[src/rtl/swm_pkg.sv]
package swm_pkg;
  typedef enum logic [1:0] {
    FSEL_OV  = 2'b00,
    FSEL_UV  = 2'b01,
    FSEL_WIN = 2'b10,
    FSEL_OFF = 2'b11
  } fault_sel_e;
endpackage

[src/rtl/swm_magnitude.sv]
module swm_magnitude #(
  parameter int CODE_W = 8
) (
  input  logic signed [CODE_W:0]   sample_i,
  input  logic                     neg_i,
  output logic        [CODE_W-1:0] mag_o
);
  logic [CODE_W:0] negated;

  assign negated = -sample_i;

  always_comb begin
    if (!neg_i) begin
      mag_o = sample_i[CODE_W] ? '0 : sample_i[CODE_W-1:0];
    end else if (!sample_i[CODE_W]) begin
      mag_o = '0;
    end else begin
      // most negative code folds to full scale
      mag_o = negated[CODE_W] ? '1 : negated[CODE_W-1:0];
    end
  end
endmodule

[src/rtl/swm_limit_det.sv]
module swm_limit_det #(
  parameter int CODE_W = 8,
  parameter int HYST_W = 5,
  parameter bit OVER   = 1'b0
) (
  input  logic              clk_i,
  input  logic              rst_ni,
  input  logic              vld_i,
  input  logic [CODE_W-1:0] mag_i,
  input  logic [CODE_W-1:0] thresh_i,
  input  logic [HYST_W-1:0] hyst_i,
  output logic              flag_o
);
  localparam int SW = CODE_W + 1;

  logic [SW-1:0]     hyst_ext;
  logic [CODE_W-1:0] release_lvl;
  logic              trip, clear;
  logic              flag_q;

  assign hyst_ext = SW'(hyst_i);

  if (OVER) begin : g_over
    logic [SW-1:0] diff;
    assign diff        = {1'b0, thresh_i} - hyst_ext;
    assign release_lvl = diff[SW-1] ? '0 : diff[CODE_W-1:0];
    assign trip        = mag_i > thresh_i;
    assign clear       = mag_i < release_lvl;
  end else begin : g_under
    logic [SW-1:0] sum;
    assign sum         = {1'b0, thresh_i} + hyst_ext;
    assign release_lvl = sum[SW-1] ? '1 : sum[CODE_W-1:0];
    assign trip        = mag_i < thresh_i;
    assign clear       = mag_i > release_lvl;
  end

  always_ff @(posedge clk_i or negedge rst_ni) begin
    if (!rst_ni) begin
      flag_q <= 1'b0;
    end else if (vld_i) begin
      if (!flag_q && trip)      flag_q <= 1'b1;
      else if (flag_q && clear) flag_q <= 1'b0;
    end
  end

  assign flag_o = flag_q;
endmodule

[src/rtl/swm_fault_mux.sv]
module swm_fault_mux
  import swm_pkg::*;
(
  input  logic       uv_i,
  input  logic       ov_i,
  input  logic [1:0] sel_i,
  output logic       fault_o
);
  fault_sel_e sel;

  assign sel = fault_sel_e'(sel_i);

  always_comb begin
    unique case (sel)
      FSEL_OV:  fault_o = ov_i;
      FSEL_UV:  fault_o = uv_i;
      FSEL_WIN: fault_o = uv_i | ov_i;
      default:  fault_o = 1'b0;
    endcase
  end
endmodule

[src/rtl/supply_window_monitor.sv]
module supply_window_monitor #(
  parameter int CODE_W = 8,
  parameter int HYST_W = 5
) (
  input  logic                     clk_i,
  input  logic                     rst_ni,
  input  logic                     sample_vld_i,
  input  logic signed [CODE_W:0]   sample_i,
  input  logic                     neg_mode_i,
  input  logic        [CODE_W-1:0] uv_thresh_i,
  input  logic        [CODE_W-1:0] ov_thresh_i,
  input  logic        [HYST_W-1:0] uv_hyst_i,
  input  logic        [HYST_W-1:0] ov_hyst_i,
  input  logic        [1:0]        fault_sel_i,
  output logic                     uv_flag_o,
  output logic                     ov_flag_o,
  output logic                     fault_o
);
  logic [CODE_W-1:0] mag;

  swm_magnitude #(.CODE_W(CODE_W)) u_mag (
    .sample_i (sample_i),
    .neg_i    (neg_mode_i),
    .mag_o    (mag)
  );

  swm_limit_det #(.CODE_W(CODE_W), .HYST_W(HYST_W), .OVER(1'b0)) u_uv (
    .clk_i    (clk_i),
    .rst_ni   (rst_ni),
    .vld_i    (sample_vld_i),
    .mag_i    (mag),
    .thresh_i (uv_thresh_i),
    .hyst_i   (uv_hyst_i),
    .flag_o   (uv_flag_o)
  );

  swm_limit_det #(.CODE_W(CODE_W), .HYST_W(HYST_W), .OVER(1'b1)) u_ov (
    .clk_i    (clk_i),
    .rst_ni   (rst_ni),
    .vld_i    (sample_vld_i),
    .mag_i    (mag),
    .thresh_i (ov_thresh_i),
    .hyst_i   (ov_hyst_i),
    .flag_o   (ov_flag_o)
  );

  swm_fault_mux u_mux (
    .uv_i    (uv_flag_o),
    .ov_i    (ov_flag_o),
    .sel_i   (fault_sel_i),
    .fault_o (fault_o)
  );
endmodule

[config.mk]
export PLATFORM = sky130hd
export DESIGN_NAME = supply_window_monitor
export DESIGN_NICKNAME = d
export VERILOG_FILES = /design/src/rtl/swm_pkg.sv /design/src/rtl/swm_magnitude.sv /design/src/rtl/swm_limit_det.sv /design/src/rtl/swm_fault_mux.sv /design/src/rtl/supply_window_monitor.sv
export SDC_FILE = /design/constraint.sdc
export NUM_CORES = 1
export LEC_CHECK = 0
export BUFFER_PORTS_ARGS = -buffer_cell sky130_fd_sc_hd__buf_2
export CELL_PAD_IN_SITES_DETAIL_PLACEMENT = 1
export CELL_PAD_IN_SITES_GLOBAL_PLACEMENT = 2
export CORE_MARGIN = 2
export CORE_UTILIZATION = 26
export CTS_CLUSTER_DIAMETER = 50
export CTS_CLUSTER_SIZE = 8
export DETAILED_ROUTE_END_ITERATION = 10
export GPL_TIMING_DRIVEN = 0
export PLACE_DENSITY_LB_ADDON = 0.08
export REMOVE_ABC_BUFFERS = 1
export SYNTH_ARGS = -nofsm -noshare
export SYNTH_HDL_FRONTEND = slang
export SYNTH_SLANG_ARGS = --single-unit
[constraint.sdc]
create_clock -name clk_i -period 0.95 [get_ports clk_i]
set_input_delay 0.0475 -clock clk_i [delete_from_list [all_inputs] [get_ports clk_i]]
set_output_delay 0.0475 -clock clk_i [all_outputs]
set_load 0.1 [all_outputs]
==> impl_summary.txt, run 1 <==
----------------------------------------------------
[Cells and area]
  Post-layout util ... 36.5%
  Final instance count without filler cells ... 341
  Share of layout cells above drive strength 1 ... 31.6%
  Filler cell count in the final layout ... 728
  Most common cell after layout, fill and taps aside ... sky130_fd_sc_hd__buf_2
  Antenna Cells ... 0
  Number of nets at the end of the flow ... 350
  Most frequent cells in the layout ... sky130_fd_sc_hd__buf_2, sky130_fd_sc_hd__ha_1, sky130_fd_sc_hd__inv_1
  Layout overhead on the synthesized area ... 36.9%

[Clock tree]
  Root cell of the clock tree ... sky130_fd_sc_hd__clkbuf_8
  Post-CTS clock slew at the launch and capture registers of the worst setup and hold paths ... 0.03 ns
  Maximum level of the CTS H-tree ... 1
  Number of CTS-inserted buffers ... 3
  Number of clock sinks seen by CTS ... 2
  Maximum number of buffers from clock root to sink ... 2
  TritonCTS clock tree ... built
  Clock latency reported for the late side of the worst-skew pair ... 0.21 ns

[Min path]
  Worst min-delay path category ... in -> async

[Detailed routing]
  Highest metal layer used by the detailed router ... met4
  Number of DRC markers after the initial detailed-route iteration ... 26
  Total via count in the routed design ... 1722
  Routed metal-1 wire length ... 2.66 mm
  Vias per cell ... 5.05
  Met3 routed WL ... 169 µm
  Antenna Nets Post-Route ... 0
  Number of DRC violations after detailed routing ... 0
  Routed Wire Length ... 4.97 mm
  Average detailed-routed wire length per instance ... 14.6 µm
  Pre-antenna DRT Iters ... 4
  Met2 routed wirelength ... 2.11 mm

[Logic synthesis]
  Gate count after technology mapping ... 213
  Cell variety after synth ... 50
  Number of enable flip-flop cells after synthesis ... 0
  Dominant synthesized flop cell ... sky130_fd_sc_hd__dfrtp_1
  YS warnings ... 0
  Cell Area, Synth ... 1570 µm²
  Share of flip-flops with an asynchronous set or reset after synthesis ... 100%
  Number of synthesized register bits ... 2
  Post-synthesis average cell area ... 7.37 µm²
  Seq/Total Area, Yosys ... 3.19%

[Power and ir drop]
  Part of the total power dissipated in the clock network ... 17.4%
  Max VDD drop ... 0.599 mV
  Power dissipated by switching net loads ... 931 µW
  Power per Cell Area ... 920 nW/µm²
  Total leakage power ... 0.00107 µW
  Combinational group share of total power ... 75.4%
  Internal power component ... 1050 µW
  Net Sw Frac ... 47.1%
  Power share of the sequential group ... 7.2%

[Run status]
  Status ... finished with violations
  Violations in the final reports ... setup timing

[Place]
  Placed Cells incl. Taps ... 329
  Placer Congestion ... 0.795
  Worst slack at placement ... -2.03 ns
  Placed wire-length estimate ... 4.26 mm
  IO Port Bufs ... 43

[Die]
  Area inside the core boundary ... 5890 µm²
  Total Die Area ... 6680 µm²
  Die Width ... 81.7 µm
  Effective utilization at floorplan ... 26.7%
  Cell Rows ... 28
  Top Ports ... 44
  Die outline height ... 81.7 µm

[Worst setup path]
  Type of element launching the critical path ... primary input
  Type of element capturing the critical path ... flip-flop
  Data required time at the worst endpoint ... 1.04 ns
  Classification of the worst setup path ... in -> reg
  Arrival time of the worst setup path ... 2.51 ns
  Setup slack of the worst register-to-register path ... -0.24 ns
  R2R depth ... 5
  Crit path max fanout ... 5

[GRT]
  Wire length of the first global-routing pass ... 8.31 mm
  Pin count of the biggest net entering global routing ... 9
  Vias in the first global route ... 1763
  Antenna violations before repair ... 0
  GRT Util Overall ... 16.0%
  Residual overflow from global routing ... 0

[Timing]
  Measured slew at the worst slew-check pin ... 0.721 ns
  Final count of negative-setup-slack endpoints ... 4
  Post-route worst setup slack ... -1.47 ns
  Slew Limit Headroom ... 51.4%
  Number of hold violations in the final report ... 0
  Setup tns final ... -3.32 ns
  Clk_skew ... 0 ns
  Final clock period utilization by the worst path ... 255%
  Count of final max-slew check failures ... 0
  Time the worst path needs with I/O delays and setup ... 2.42 ns
  Fmax achieved ... 0.413 GHz
  Unrepaired setup endpoints after global routing ... yes

[Flow run]
  Max-capacitance violation count ... 0

----------------------------------------------------
-- cells by family after synthesis --
logic type	count (synthesis)	share of synthesized area [%]
buffers and inverters	28	7.25
AO/OA/AOI/OAI	72	30.4
XOR/XNOR	8	4.46
AND/OR/NAND/NOR	61	20.5
multiplexers	1	0.637
adder cells (fa/ha/maj)	41	33.6
flip-flops	2	3.19
-- metrics by stage --
step                power, µW  instance area, µm²  hold slack, ns
floorplan                 979                1550          -0.248
CTS                      1830                2050           0.152
detailed placement       1350                1860          -0.155
global placement         1340                1860          -0.156
global route             2190                2150           0.178
finish                   1980                2150           0.160
-- per-layer routing --
| layer | vias up | global-route usage [%] |
|---|---|---|
| met5 | - | 0 |
| met2 | 35 | 26.2 |
| met3 | 3 | 1.76 |
| met1 | 784 | 23.2 |
| li1 | 900 | - |
| met4 | 0 | 2.00 |
-- worst max-delay path, stage by stage --
cell and delay [ns]:
sky130_fd_sc_hd__buf_8 0.10, sky130_fd_sc_hd__ha_4 0.15, sky130_fd_sc_hd__fa_2 0.38, sky130_fd_sc_hd__a211oi_2 0.25
sky130_fd_sc_hd__o21bai_2 0.16, sky130_fd_sc_hd__and4_4 0.20, sky130_fd_sc_hd__nand3b_1 0.15, sky130_fd_sc_hd__o21ai_1 0.10
sky130_fd_sc_hd__ha_1 0.17, sky130_fd_sc_hd__nand3_2 0.09, sky130_fd_sc_hd__nor2_2 0.11, sky130_fd_sc_hd__nand2_1 0.08
sky130_fd_sc_hd__o41ai_2 0.20, sky130_fd_sc_hd__a21oi_1 0.07, sky130_fd_sc_hd__a221o_1 0.27
-- synthesized netlist by cell type, types with 2 or more instances --
| cell | n | share of area (%) |
|---|---|---|
| sky130_fd_sc_hd__a211oi_1 | 2 | 0.96 |
| sky130_fd_sc_hd__a21o_1 | 3 | 1.4 |
| sky130_fd_sc_hd__a21oi_1 | 16 | 5.1 |
| sky130_fd_sc_hd__a221o_1 | 5 | 3.2 |
| sky130_fd_sc_hd__a31oi_1 | 4 | 1.6 |
| sky130_fd_sc_hd__and2_1 | 2 | 0.80 |
| sky130_fd_sc_hd__dfrtp_1 | 2 | 3.2 |
| sky130_fd_sc_hd__fa_1 | 2 | 2.5 |
| sky130_fd_sc_hd__ha_1 | 39 | 31 |
| sky130_fd_sc_hd__inv_1 | 26 | 6.2 |
| sky130_fd_sc_hd__nand2_1 | 12 | 2.9 |
| sky130_fd_sc_hd__nand2b_1 | 2 | 0.80 |
| sky130_fd_sc_hd__nand3_1 | 5 | 1.6 |
| sky130_fd_sc_hd__nand4_1 | 2 | 0.80 |
| sky130_fd_sc_hd__nor2_1 | 18 | 4.3 |
| sky130_fd_sc_hd__nor2b_1 | 4 | 1.6 |
| sky130_fd_sc_hd__nor3_1 | 3 | 0.96 |
| sky130_fd_sc_hd__nor4_1 | 3 | 1.2 |
| sky130_fd_sc_hd__o21ai_0 | 24 | 7.6 |
| sky130_fd_sc_hd__o22ai_1 | 2 | 0.80 |
| sky130_fd_sc_hd__o31ai_1 | 2 | 0.96 |
| sky130_fd_sc_hd__xnor2_1 | 6 | 3.3 |
| sky130_fd_sc_hd__xor2_1 | 2 | 1.1 |
-- power groups by stage --
| stage | clock network (µW) | registers, µW | logic, µW |
|---|---|---|---|
| after floorplan | 0 | 249 | 731 |
| after global placement | 0 | 140 | 1200 |
| after detailed placement | 0 | 140 | 1210 |
| after CTS | 350 | 148 | 1330 |
| after global routing | 364 | 146 | 1680 |
| final | 344 | 142 | 1490 |
-- area by class of cell --
| type | count | area [µm²] | share of cell area [%] |
|---|---|---|---|
| Timing Repair Buffer | 52 | 358 | 16.6 |
| Inverter | 26 | 97.6 | 4.54 |
| Sequential cell | 2 | 52.6 | 2.44 |
| Multi-Input combinational cell | 183 | 1510 | 70.1 |
| Clock buffer | 3 | 41.3 | 1.92 |
| Tap cell | 75 | 93.8 | 4.37 |
-- repair_timing --
| item | 4_1_cts | 5_1_grt |
|---|---|---|
| setup endpoints to repair | 5 | 5 |
| endpoints found under the hold margin | 2 | 0 |
| setup buffers | 4 | 4 |
| pin swaps | 11 | 9 |
| gates resized for setup | 33 | 20 |
| hold buffers | 1 | 0 |
-- state kept, by name, summed over array words and instances (netlist names) --
register	cells
u_ov.flag_o	1
u_uv.flag_o	1
-- final timing paths --
path,startpoint,to
max in group asynchronous,rst_ni,u_ov.flag_o
min reg2reg,u_uv.flag_o,u_uv.flag_o
min,rst_ni,u_uv.flag_o
max,uv_thresh_i[0],u_uv.flag_o
max reg2reg,u_uv.flag_o,u_uv.flag_o
min in group clk_i,sample_vld_i,u_uv.flag_o
No activity file was read; power rests on OpenSTA's default activity.
==> run 2, diff against run 1 <==
--- a/config.mk
+++ b/config.mk
@@ -5,16 +5,17 @@
 export SDC_FILE = /design/constraint.sdc
 export NUM_CORES = 1
 export LEC_CHECK = 0
+export ABC_CLOCK_PERIOD_IN_PS = 3000
 export BUFFER_PORTS_ARGS = -buffer_cell sky130_fd_sc_hd__buf_2
 export CELL_PAD_IN_SITES_DETAIL_PLACEMENT = 1
 export CELL_PAD_IN_SITES_GLOBAL_PLACEMENT = 2
 export CORE_MARGIN = 2
-export CORE_UTILIZATION = 26
+export CORE_UTILIZATION = 32
 export CTS_CLUSTER_DIAMETER = 50
 export CTS_CLUSTER_SIZE = 8
 export DETAILED_ROUTE_END_ITERATION = 10
 export GPL_TIMING_DRIVEN = 0
-export PLACE_DENSITY_LB_ADDON = 0.08
+export PLACE_DENSITY_LB_ADDON = 0.1
 export REMOVE_ABC_BUFFERS = 1
 export SYNTH_ARGS = -nofsm -noshare
 export SYNTH_HDL_FRONTEND = slang
==> constraint.sdc (replaced) <==
create_clock -name clk_i -period 3 [get_ports clk_i]
set_input_delay 0.15 -clock clk_i [delete_from_list [all_inputs] [get_ports clk_i]]
set_output_delay 0.15 -clock clk_i [all_outputs]
set_load 0.1 [all_outputs]
==> impl_summary.txt, run 2 (synthesis gave the netlist of run 1 again) <==
----------------------------------------------------
[GRT]
  Pin count of the biggest net entering global routing ... 9
  Residual overflow from global routing ... 0
  Vias in the first global route ... 1589
  GRT Util Overall ... 16.5%
  Antenna violations before repair ... 0
  Wire length of the first global-routing pass ... 7.18 mm

[Detailed routing]
  Antenna Nets Post-Route ... 0
  Vias per cell ... 5.17
  Total via count in the routed design ... 1681
  Average detailed-routed wire length per instance ... 13.2 µm
  Pre-antenna DRT Iters ... 4
  Routed Wire Length ... 4.29 mm
  Number of DRC markers after the initial detailed-route iteration ... 39
  Number of DRC violations after detailed routing ... 0

[Worst setup path]
  Data required time at the worst endpoint ... 3.08 ns
  Cell type of the slowest stage on the worst timing path ... sky130_fd_sc_hd__fa_1
  Classification of the worst setup path ... in -> reg
  Crit path max fanout ... 6
  R2R depth ... 3
  Type of element capturing the critical path ... flip-flop
  Setup slack of the worst register-to-register path ... 1.89 ns
  Largest stage delay on the critical path ... 0.46 ns
  Cell-by-cell trace of the critical path ... buf_2, ha_1, fa_1, a211oi_2, o21bai_2, and4_4, nand3b_1, o21ai_0, ha_1, nand3_1, nor2_1, nand2_1, o41ai_2, a21oi_1, a221o_1
  Crit-path most repeated cell ... sky130_fd_sc_hd__ha_1
  Type of element launching the critical path ... primary input
  Arrival time of the worst setup path ... 2.86 ns

[Die]
  Top Ports ... 44
  Die Width ... 74.1 µm
  Cell Rows ... 25
  Total Die Area ... 5480 µm²
  Area inside the core boundary ... 4720 µm²
  Effective utilization at floorplan ... 33.2%
  Die outline height ... 74.1 µm

[Clock tree]
  Clock latency reported for the late side of the worst-skew pair ... 0.21 ns
  Maximum level of the CTS H-tree ... 1
  Post-CTS clock slew at the launch and capture registers of the worst setup and hold paths ... 0.03 ns
  Number of CTS-inserted buffers ... 3
  Number of clock sinks seen by CTS ... 2
  TritonCTS clock tree ... built
  Maximum number of buffers from clock root to sink ... 2
  Post-CTS setup buffer count ... 0
  Root cell of the clock tree ... sky130_fd_sc_hd__clkbuf_8

[Cells and area]
  Layout overhead on the synthesized area ... 21.3%
  Most common cell after layout, fill and taps aside ... sky130_fd_sc_hd__buf_2
  Post-layout util ... 40.3%
  Antenna Cells ... 0
  Most frequent cells in the layout ... sky130_fd_sc_hd__buf_2, sky130_fd_sc_hd__ha_1, sky130_fd_sc_hd__inv_1
  Number of nets at the end of the flow ... 342
  Final instance count without filler cells ... 325
  Share of layout cells above drive strength 1 ... 21.7%

[Power and ir drop]
  Power per Cell Area ... 273 nW/µm²
  Total leakage power ... 0.000991 µW
  Max VDD drop ... 0.239 mV

[Place]
  IO Port Bufs ... 43
  Placer Congestion ... 0.748
  Worst slack at placement ... -0.0530 ns
  Placed Cells incl. Taps ... 321
  Placed wire-length estimate ... 3.74 mm

[Timing]
  Final count of negative-setup-slack endpoints ... 0
  Unrepaired setup endpoints after global routing ... no
  Clk_skew ... 0 ns
  Number of hold violations in the final report ... 0
  Setup tns final ... 0 ns
  Measured slew at the worst slew-check pin ... 0.810 ns
  Time the worst path needs with I/O delays and setup ... 2.77 ns
  Count of final max-slew check failures ... 0
  Fmax achieved ... 0.361 GHz
  Post-route worst setup slack ... 0.229 ns
  Slew Limit Headroom ... 45.4%
  Final clock period utilization by the worst path ... 92.4%

[Min path]
  Worst min-delay path category ... in -> async

[Run status]
  Status ... completed

[Flow run]
  Max-capacitance violation count ... 0

----------------------------------------------------
[run 2: changes by cell type in the layout (fill, tap and decap cells not counted), moves of 4 or more]
cell and change:
sky130_fd_sc_hd__o21ai_0 +7, sky130_fd_sc_hd__buf_6 -4, sky130_fd_sc_hd__buf_4 -5, sky130_fd_sc_hd__o21ai_1 -5, sky130_fd_sc_hd__buf_2 +5
[run 2: cell type report]
type	instances	area, µm²
clock buffers	3	41.3
flip-flops and latches	2	50.0
multi-input cells	183	1410
repair buffers	44	225
inverters	26	97.6
well taps	67	83.8
fillers	619	2820
[run 2: final timing paths]
path | startpoint | end
max | uv_thresh_i[0] | u_uv.flag_o
min | rst_ni | u_uv.flag_o
max reg2reg | u_ov.flag_o | u_ov.flag_o
min reg2reg | u_uv.flag_o | u_uv.flag_o
max in group asynchronous | rst_ni | u_ov.flag_o
min in group clk_i | sample_vld_i | u_uv.flag_o
[run 2: through the flow]
| step | hold WS (ns) | power [µW] | instance area, µm² |
|---|---|---|---|
| after floorplan | -0.146 | 310 | 1550 |
| after global placement | -0.0641 | 415 | 1850 |
| after detailed placement | -0.0577 | 417 | 1850 |
| after CTS | 0.251 | 528 | 1900 |
| after global routing | 0.262 | 583 | 1900 |
| final | 0.252 | 521 | 1900 |
[run 2: repair_timing]
item	in CTS	in global routing
endpoints found under the setup margin	0	1
hold buffers	1	0
resized for setup	0	2
hold endpoints to repair	2	0
[run 2: worst max-delay path, delay by kind of cell]
| family | cells | cell delay [ns] |
|---|---|---|
| AO/OA/AOI/OAI | 6 | 0.99 |
| adder cells (fa/ha/maj) | 3 | 0.85 |
| AND/OR/NAND/NOR | 5 | 0.77 |
| buffers and inverters | 1 | 0.11 |
[run 2: metal layers]
metal / up-vias / track usage [%] / part of all wire [%]
met5: - / 0 / 0
met4: 0 / 1.82 / 0
met3: 0 / 1.22 / 2.3
met2: 24 / 27.1 / 45
met1: 768 / 24.3 / 53
li1: 889 / - / -
[run 2: power by group]
group          internal (µW)  switching (µW)  leakage (µW)
Sequential              32.5            10.1     0.0000236
Clock                   84.9            21.2     0.0000216
Combinational            144             228      0.000946
